[src/rtl/hub_port_pkg.sv]
package hub_port_pkg;

  localparam int W_REG      = 32;
  localparam int B_CONN     = 0;
  localparam int B_EN       = 1;
  localparam int B_SUSP     = 2;
  localparam int B_OVC      = 3;
  localparam int B_RST      = 4;
  localparam int B_PWR      = 8;
  localparam int B_LS       = 9;
  localparam int B_CONN_CHG = 16;
  localparam int B_EN_CHG   = 17;
  localparam int B_SUSP_CHG = 18;
  localparam int B_OVC_CHG  = 19;
  localparam int B_RST_CHG  = 20;

  typedef struct packed {
    logic conn;
    logic en;
    logic susp;
    logic ovc;
    logic rst;
    logic pwr;
    logic ls;
    logic conn_chg;
    logic en_chg;
    logic susp_chg;
    logic ovc_chg;
    logic rst_chg;
  } port_st_t;

  function automatic logic [W_REG-1:0] st_pack(port_st_t s);
    logic [W_REG-1:0] w;
    w             = '0;
    w[B_CONN]     = s.conn;
    w[B_EN]       = s.en;
    w[B_SUSP]     = s.susp;
    w[B_OVC]      = s.ovc;
    w[B_RST]      = s.rst;
    w[B_PWR]      = s.pwr;
    w[B_LS]       = s.ls;
    w[B_CONN_CHG] = s.conn_chg;
    w[B_EN_CHG]   = s.en_chg;
    w[B_SUSP_CHG] = s.susp_chg;
    w[B_OVC_CHG]  = s.ovc_chg;
    w[B_RST_CHG]  = s.rst_chg;
    return w;
  endfunction

endpackage

[src/rtl/hub_port_rst_timer.sv]
module hub_port_rst_timer #(
  parameter int RST_CYCLES = 20
) (
  input  logic clk,
  input  logic rst_n,
  input  logic active,
  output logic done
);
  localparam int CW = $clog2(RST_CYCLES + 1);
  localparam logic [CW-1:0] LAST = CW'(RST_CYCLES - 1);

  logic [CW-1:0] cnt_q, cnt_d;

  assign done = active && (cnt_q == LAST);

  // count while the reset bit is held; restart at completion
  always_comb begin
    if (active && !done) cnt_d = cnt_q + CW'(1);
    else                 cnt_d = '0;
  end

  always_ff @(posedge clk or negedge rst_n) begin
    if (!rst_n) cnt_q <= '0;
    else        cnt_q <= cnt_d;
  end

  // the timer advances by one each cycle of a running reset
  p_cnt_step_r5: assert property (@(posedge clk) disable iff (!rst_n)
    (active && !done) |=> (cnt_q == $past(cnt_q) + CW'(1)));

endmodule

[src/rtl/hub_port_next.sv]
module hub_port_next
  import hub_port_pkg::*;
(
  input  port_st_t         cur,
  input  logic             rst_done,
  input  logic             wr_en,
  input  logic [W_REG-1:0] wr_data,
  input  logic             attach,
  input  logic             detach,
  input  logic             dev_ls,
  input  logic             ovc_in,
  output port_st_t         nxt,
  output logic             rst_arm
);
  logic connected;
  logic unused_wr_bits;

  assign connected      = cur.conn;
  assign unused_wr_bits = ^{wr_data[W_REG-1:B_RST_CHG+1], wr_data[B_PWR-1:B_RST+1],
                            wr_data[B_CONN_CHG-1:B_LS+1], wr_data[B_OVC]};

  always_comb begin
    nxt = cur;
    // stage 1: reset completion
    if (rst_done) begin
      nxt.rst     = 1'b0;
      nxt.en      = 1'b1;
      nxt.rst_chg = 1'b1;
    end
    // stage 2: register write
    if (wr_en) begin
      if (wr_data[B_CONN_CHG]) nxt.conn_chg = 1'b0;
      if (wr_data[B_EN_CHG])   nxt.en_chg   = 1'b0;
      if (wr_data[B_SUSP_CHG]) nxt.susp_chg = 1'b0;
      if (wr_data[B_OVC_CHG])  nxt.ovc_chg  = 1'b0;
      if (wr_data[B_RST_CHG])  nxt.rst_chg  = 1'b0;
      if (wr_data[B_CONN])     nxt.en       = 1'b0;
      if (wr_data[B_EN]) begin
        if (connected) nxt.en = 1'b1;
        else           nxt.conn_chg = 1'b1;
      end
      if (wr_data[B_SUSP]) begin
        if (connected) nxt.susp = 1'b1;
        else           nxt.conn_chg = 1'b1;
      end
      if (wr_data[B_RST]) begin
        if (connected) nxt.rst = 1'b1;
        else           nxt.conn_chg = 1'b1;
      end
      // power removal first so a combined request ends powered
      if (wr_data[B_LS]) begin
        nxt.pwr  = 1'b0;
        nxt.en   = 1'b0;
        nxt.susp = 1'b0;
        nxt.rst  = 1'b0;
      end
      if (wr_data[B_PWR]) nxt.pwr = 1'b1;
    end
    // stage 3: port events
    if (attach) begin
      if (!nxt.conn) begin
        nxt.conn     = 1'b1;
        nxt.conn_chg = 1'b1;
      end
      nxt.ls = dev_ls;
    end else if (detach) begin
      if (nxt.conn) begin
        nxt.conn     = 1'b0;
        nxt.conn_chg = 1'b1;
      end
      if (nxt.en) begin
        nxt.en     = 1'b0;
        nxt.en_chg = 1'b1;
      end
    end
    if (ovc_in != cur.ovc) begin
      nxt.ovc     = ovc_in;
      nxt.ovc_chg = 1'b1;
    end
  end

  assign rst_arm = nxt.rst && (!cur.rst || rst_done);

endmodule

[src/rtl/hub_port_reg.sv]
module hub_port_reg
  import hub_port_pkg::*;
#(
  parameter int RST_CYCLES = 20
) (
  input  logic        clk,
  input  logic        rst_n,
  input  logic        attach_i,
  input  logic        detach_i,
  input  logic        dev_lowspeed_i,
  input  logic        ovc_i,
  input  logic        wr_en_i,
  input  logic [31:0] wr_data_i,
  output logic [31:0] rd_data_o,
  output logic        chg_pulse_o,
  output logic        bus_reset_o
);
  logic [1:0] rst_sync_q;
  logic       rst_sync_n;
  port_st_t   st_q, st_d;
  logic       rst_done, rst_arm;
  logic       chg_q, brst_q;

  // asynchronous assertion, synchronous release
  always_ff @(posedge clk or negedge rst_n) begin
    if (!rst_n) rst_sync_q <= '0;
    else        rst_sync_q <= {rst_sync_q[0], 1'b1};
  end
  assign rst_sync_n = rst_sync_q[1];

  hub_port_rst_timer #(.RST_CYCLES(RST_CYCLES)) u_tmr (
    .clk    (clk),
    .rst_n  (rst_sync_n),
    .active (st_q.rst),
    .done   (rst_done)
  );

  hub_port_next u_next (
    .cur      (st_q),
    .rst_done (rst_done),
    .wr_en    (wr_en_i),
    .wr_data  (wr_data_i),
    .attach   (attach_i),
    .detach   (detach_i),
    .dev_ls   (dev_lowspeed_i),
    .ovc_in   (ovc_i),
    .nxt      (st_d),
    .rst_arm  (rst_arm)
  );

  always_ff @(posedge clk or negedge rst_sync_n) begin
    if (!rst_sync_n) begin
      st_q   <= '0;
      chg_q  <= 1'b0;
      brst_q <= 1'b0;
    end else begin
      st_q   <= st_d;
      chg_q  <= (st_d != st_q);
      brst_q <= rst_arm;
    end
  end

  assign rd_data_o   = st_pack(st_q);
  assign chg_pulse_o = chg_q;
  assign bus_reset_o = brst_q;

  // change event marks exactly the cycles where the word moved
  p_chg_match_r10: assert property (@(posedge clk) disable iff (!rst_sync_n)
    chg_pulse_o == (rd_data_o != $past(rd_data_o)));

  // the bus reset request lasts a single cycle
  p_brst_single_r5: assert property (@(posedge clk) disable iff (!rst_sync_n)
    bus_reset_o |=> !bus_reset_o);

  // suspend cannot appear on a port with no device
  p_susp_needs_conn_r4: assert property (@(posedge clk) disable iff (!rst_sync_n)
    (!rd_data_o[B_CONN] && !rd_data_o[B_SUSP] && !attach_i) |=> !rd_data_o[B_SUSP]);

  // a lone power-off request leaves the port unpowered
  p_pwr_off_r6: assert property (@(posedge clk) disable iff (!rst_sync_n)
    (wr_en_i && wr_data_i[B_LS] && !wr_data_i[B_PWR]) |=> !rd_data_o[B_PWR]);

  // over-current bit follows the sense input one cycle late
  p_ovc_follow_r9: assert property (@(posedge clk) disable iff (!rst_sync_n)
    1'b1 |=> (rd_data_o[B_OVC] == $past(ovc_i)));

endmodule

[config.mk]
export PLATFORM = sky130hd
export DESIGN_NAME = hub_port_reg
export DESIGN_NICKNAME = d
export VERILOG_FILES = /design/src/rtl/hub_port_pkg.sv /design/src/rtl/hub_port_rst_timer.sv /design/src/rtl/hub_port_next.sv /design/src/rtl/hub_port_reg.sv
export SDC_FILE = /design/constraint.sdc
export NUM_CORES = 1
export LEC_CHECK = 0
export BUFFER_PORTS_ARGS = -buffer_cell sky130_fd_sc_hd__buf_4
export CAP_MARGIN = 20
export CORE_AREA = 3 3 60 62
export CTS_CLUSTER_SIZE = 12
export DETAILED_ROUTE_END_ITERATION = 8
export DIE_AREA = 0 0 63 65
export PLACE_DENSITY = 0.71
export SLEW_MARGIN = 25
export SYNTH_ARGS = -nofsm -noshare
export SYNTH_HDL_FRONTEND = slang
export SYNTH_HIERARCHICAL = 1
export SYNTH_SLANG_ARGS = --single-unit
[constraint.sdc]
create_clock -name clk -period 0.8 [get_ports clk]
set_input_delay 0.04 -clock clk [delete_from_list [all_inputs] [get_ports clk]]
set_output_delay 0.04 -clock clk [all_outputs]
set_load 0.01 [all_outputs]
# After elaboration in Yosys (flattened, before gate mapping)
# Index checks and enable logic that the tools add are counted.
# word_totals
out_inout_bits,34
register_bits,21
wordCells,66
# op_classes
eq_ne,3
n_mux,40
n_reduce_logical,6
n_addsub,1
# ops
op,n
two-way mux 1 bit,32
two-way mux 2 bit,6
!= test 12 bit,1
two-way mux 5 bit,2
"adder 5 x 1 -> 5 bit, second input constant",1
"== test 5 bit, second input constant",1
logical AND 1 bit,3
logical NOT 1 bit,2
logical OR 1 bit,1
!= test 1 bit,1

# Longest topological paths before layout
# logic_depth
depth_word,12
ltp_mapped,9
mapped_depth_nobuf,9

# Hierarchy
# Netlist, hierarchy kept.
# modules_own_cells
module,cells_per_inst,seq_area_each_um2,instances,area_each_um2
hub_port_reg,54,400.4,1,686.9
hub_port_rst_timer,24,125.1,1,264.0
hub_port_next,36,0.0,1,224.0

# Worst setup path before layout
# Ideal clock, no wire load.
# synth_timing
path_kind,register -> register
start,register u_tmr.cnt_q[0]
end,register chg_q (netlist: chg_pulse_o)
setup_time_ns,0.136
setup_slack_ns,-1.098
n_path_buf,0
synth_period_minus_slack_ns,1.898
stages_incl_launch_ff,10
required_ns,0.664
arrival_ns,1.762
cell_sequence,dfrtp_1 -> ha_1 -> and3b_4 -> and2_1 -> nor2_1 -> o21ai_1 -> a22o_1 -> xor2_1 -> nor4_1 -> nand3_1
# synth_lines
element,line_no,source
start: declaration,hub_port_rst_timer.sv:12,"logic [CW-1:0] cnt_q, cnt_d;"
start signal: assignment,hub_port_rst_timer.sv:24,else cnt_q <= cnt_d;
end signal: assignment,hub_port_reg.sv:58,chg_q <= (st_d != st_q);
end: declaration,hub_port_reg.sv:22,"logic chg_q, brst_q;"

==> summary.md <==
| Metric | Value |
|---|---|
| Antenna violations before repair | 0 |
| Data arrival, critical path | about 2.1 ns |
| Cell Area, Synth | around 1200 µm² |
| Syn avg cell area | 10.3 µm² |
| Worst Path Buf+Inv | 0 |
| Setup-failing EPs final | 30 |
| FMAX | roughly 530 MHz |
| H-tree levels | 1 |
| Hold Slack | -0.0939 ns |
| Crit Path Category | reg -> reg |
| Share of layout cells above drive strength 1 | 0.550 |
| First-pass GRT wire length | between 4000 and 5000 µm |
| Design Power | roughly 2.7 mW |
| Root Buffer | clkbuf_4 |
| Slew Limit Fails | 0 |
| Initial core utilization | 0.382 |
| Gpl congestion | 0.739 |
| Synth area leader | dfrtp_1 |
| Synth top area share | 0.447 |
| Grt total ovfl | 0 |
| Full die area | roughly 4000 µm² |
| Num CTS Buffers | 3 |
| Slowest library cell on the worst path | dfrtp_1 |
| Post-synth EDFFs | 0 |
| Main synth FF type | dfrtp_1 |
| Worst Skew | 0.00382 ns |
| Via-to-Cell Ratio | between 4 and 5 |
| VDD IR max | about 0.8 mV |
| DRT Pass-1 Iters | 3 |
| WL final | 2970 µm |
| Die X | approximately 63 µm |
| CP most frequent cell | nor2b_2 |
| DRC viols | 0 |
| Delay of the slowest critical-path stage | ~0.40 ns |
| Top cells by area, synth | dfrtp_1 (45%), buf_4 (13%), xor2_1 (8.9%) |
| FFs w/ async S/R, synth | 1.00 |
| Area Growth Syn to Fin | 67.6% |
| #FFs+latches synth | 21 |
| Cts hold-fix bufs | 1 |
| CTS Sinks | 21 |
| Yosys cell types | 33 |
| WP data required | a little under 1 ns |
| Number of global-route vias before repair | roughly 1100 |
| Failing checks | negative hold slack, negative setup slack |
| Leak | just under 1 nW |
| IO Pins | 73 |
| Final HPWL DP | 2130 µm |
| Clk Latency, worst-skew pair | about 0.3 ns |
| Num rows | 20 |
| Maxcap violations | 0 |
| Clock buffer depth | 2 |
| Initial DRC count | 5 |
| Hold Fails Final Rpt | 4 |
| Final worst slack | -1.08 ns |
| DR WL/cell | between 10 and 15 µm |
| Post-synthesis cell count | approximately 110 |
| Crit. End Element | flip-flop |
| RSZ-0062 raised after global routing | true |
| Crit path time final | ~1.9 ns |
| DRT antenna net count | 0 |
| Nets@finish | between 200 and 250 |
| Warning count from the yosys run | 6 |
| CTS tree | done |
| Largest net degree at the start of global routing | 20 |
| Port bufs | 31 |
| Synth top cells by count | buf_4 (21), dfrtp_1 (21), xor2_1 (12) |
| Register area share after synthesis | 0.447 |
| Outcome | finished, violations left |
| Place WS | -1.18 ns |
| Top delay family on crit path | simple AND/OR/NAND/NOR gates |
| Clock Pin Slew Worst Setup and Hold Paths | around 0.11 ns |
| Core box area | ~3100 µm² |
| Startpoint types | flip-flop |
| PD cells | roughly 1400 nW/µm² |
| CP cell instances | nor2b_2 > and3b_4 > and2_4 > nor2b_2 > a31oi_1 > a21oi_2 > xor2_1 > nor4_1 > nand3_1 |
| Final period util | 2.35 |
| Crit path max fanout | 3 |
| Die H | roughly 65 µm |
| Hold crit path type | in -> reg |
| Inserted Diodes | 0 |
| Routed via count | ~1000 |
| GRT Util Overall | 0.151 |
==> stage by stage <==
| stage | std cells | TNS [ns] | utilization | area, µm² | hold slack, ns |
|---|---|---|---|---|---|
| 4_1_cts | 230 | -9.37 | 0.607 | 1870 | -0.114 |
| 3_5_place_dp | 216 | -6.14 | 0.529 | 1630 | -0.176 |
| 6_report | 235 | -9.77 | 0.640 | 1970 | -0.0939 |
| 2_1_floorplan | 133 | -4.79 | - | 1280 | -0.256 |
| 5_1_grt | 235 | -11.62 | 0.640 | 1970 | -0.108 |
| 3_3_place_gp | 216 | -5.30 | 0.529 | 1630 | -0.178 |
==> sequential cells by signal (all words and copies together) (netlist names) <==
signal	count
chg_pulse_o	1
u_tmr/cnt_q	5
rd_data_o	12
rst_sync_q	2
bus_reset_o	1
==> cell type report <==
type | count | area [µm²]
Sequential cell | 21 | 528
Inverter | 2 | 7.51
Clock buffer | 4 | 26.3
Fill cell | 242 | 1110
Tap cell | 44 | 55.1
Multi-Input combinational cell | 89 | 678
Timing Repair Buffer | 75 | 674
==> per-layer routing <==
| layer | share of wire | wire, µm | vias up | global-route usage |
|---|---|---|---|---|
| met5 | 0 | 0 | - | 0 |
| met4 | 0.0091 | 27 | 0 | 0.0496 |
| met3 | 0.063 | 188 | 2 | 0.0225 |
| met2 | 0.53 | 1560 | 45 | 0.269 |
| met1 | 0.40 | 1200 | 503 | 0.187 |
| li1 | - | - | 498 | - |
==> report_power, final <==
| part | internal (mW) | switching, mW | leakage, nW |
|---|---|---|---|
| logic | 0.574 | 0.426 | 0.719 |
| registers | 1.15 | 0.0791 | 0.257 |
| clock network | 0.194 | 0.314 | 0.0150 |
| total | 1.91 | 0.819 | 0.991 |
==> worst paths after layout <==
path	startpoint	cells after the start	end	slack [ns]
max	u_tmr/cnt_q[3]$_DFF_PN0_	9	chg_pulse_o$_DFF_PN0_	-1.08
min	wr_data_i[20]	2	rd_data_o[20]$_DFF_PN0_	-0.09
max reg2reg	u_tmr/cnt_q[3]$_DFF_PN0_	9	chg_pulse_o$_DFF_PN0_	-1.08
min reg2reg	rst_sync_q[1]$_DFF_PN0_	1	rd_data_o[2]$_DFF_PN0_	0.20
max in group asynchronous	rst_sync_q[1]$_DFF_PN0_	1	rd_data_o[0]$_DFF_PN0_	0.38
min in group asynchronous	rst_n	2	rst_sync_q[1]$_DFF_PN0_	0.06
==> worst register-to-register path, cell delays in order, from the launching register on <==
cell and delay [ns]:
dfrtp_1 0.40, nor2b_2 0.14, and3b_4 0.21, and2_4 0.17, nor2b_2 0.06, a31oi_1 0.26
a21oi_2 0.09, xor2_1 0.16, nor4_1 0.18, nand3_1 0.10
==> logic make-up after synthesis <==
kind of cell / Yosys count / synth area share
DFF: 21 / 0.447
other: 2 / 0.00639
xor gates and xnor gates: 13 / 0.0969
muxes: 2 / 0.0181
adders and majority gates: 3 / 0.0320
buffers and inverters: 23 / 0.141
AOI/OAI and AO/OA: 17 / 0.0980
and+or+nand+nor: 33 / 0.161
==> cells in the final DEF (no fill, tap or decap), types with 3 or more instances in the layout <==
| cell type | n |
|---|---|
| buf_4 | 45 |
| buf_6 | 29 |
| conb_1 | 21 |
| dfrtp_1 | 19 |
| xor2_1 | 12 |
| nand2_1 | 9 |
| nor4_1 | 3 |
| clkbuf_4 | 3 |
| a21oi_2 | 3 |
| nor2b_2 | 3 |
| nor2b_1 | 3 |
| nor2_4 | 3 |
==> timing repair <==
action / 4_1_cts / 5_1_grt
pin swaps: 8 / 5
cloned: 0 / 0
gates resized for setup: 34 / 17
hold endpoints to repair: 8 / 4
setup endpoints to repair: 30 / 32
buffers inserted: 11 / 8
Power figures use the tool's default switching activity.
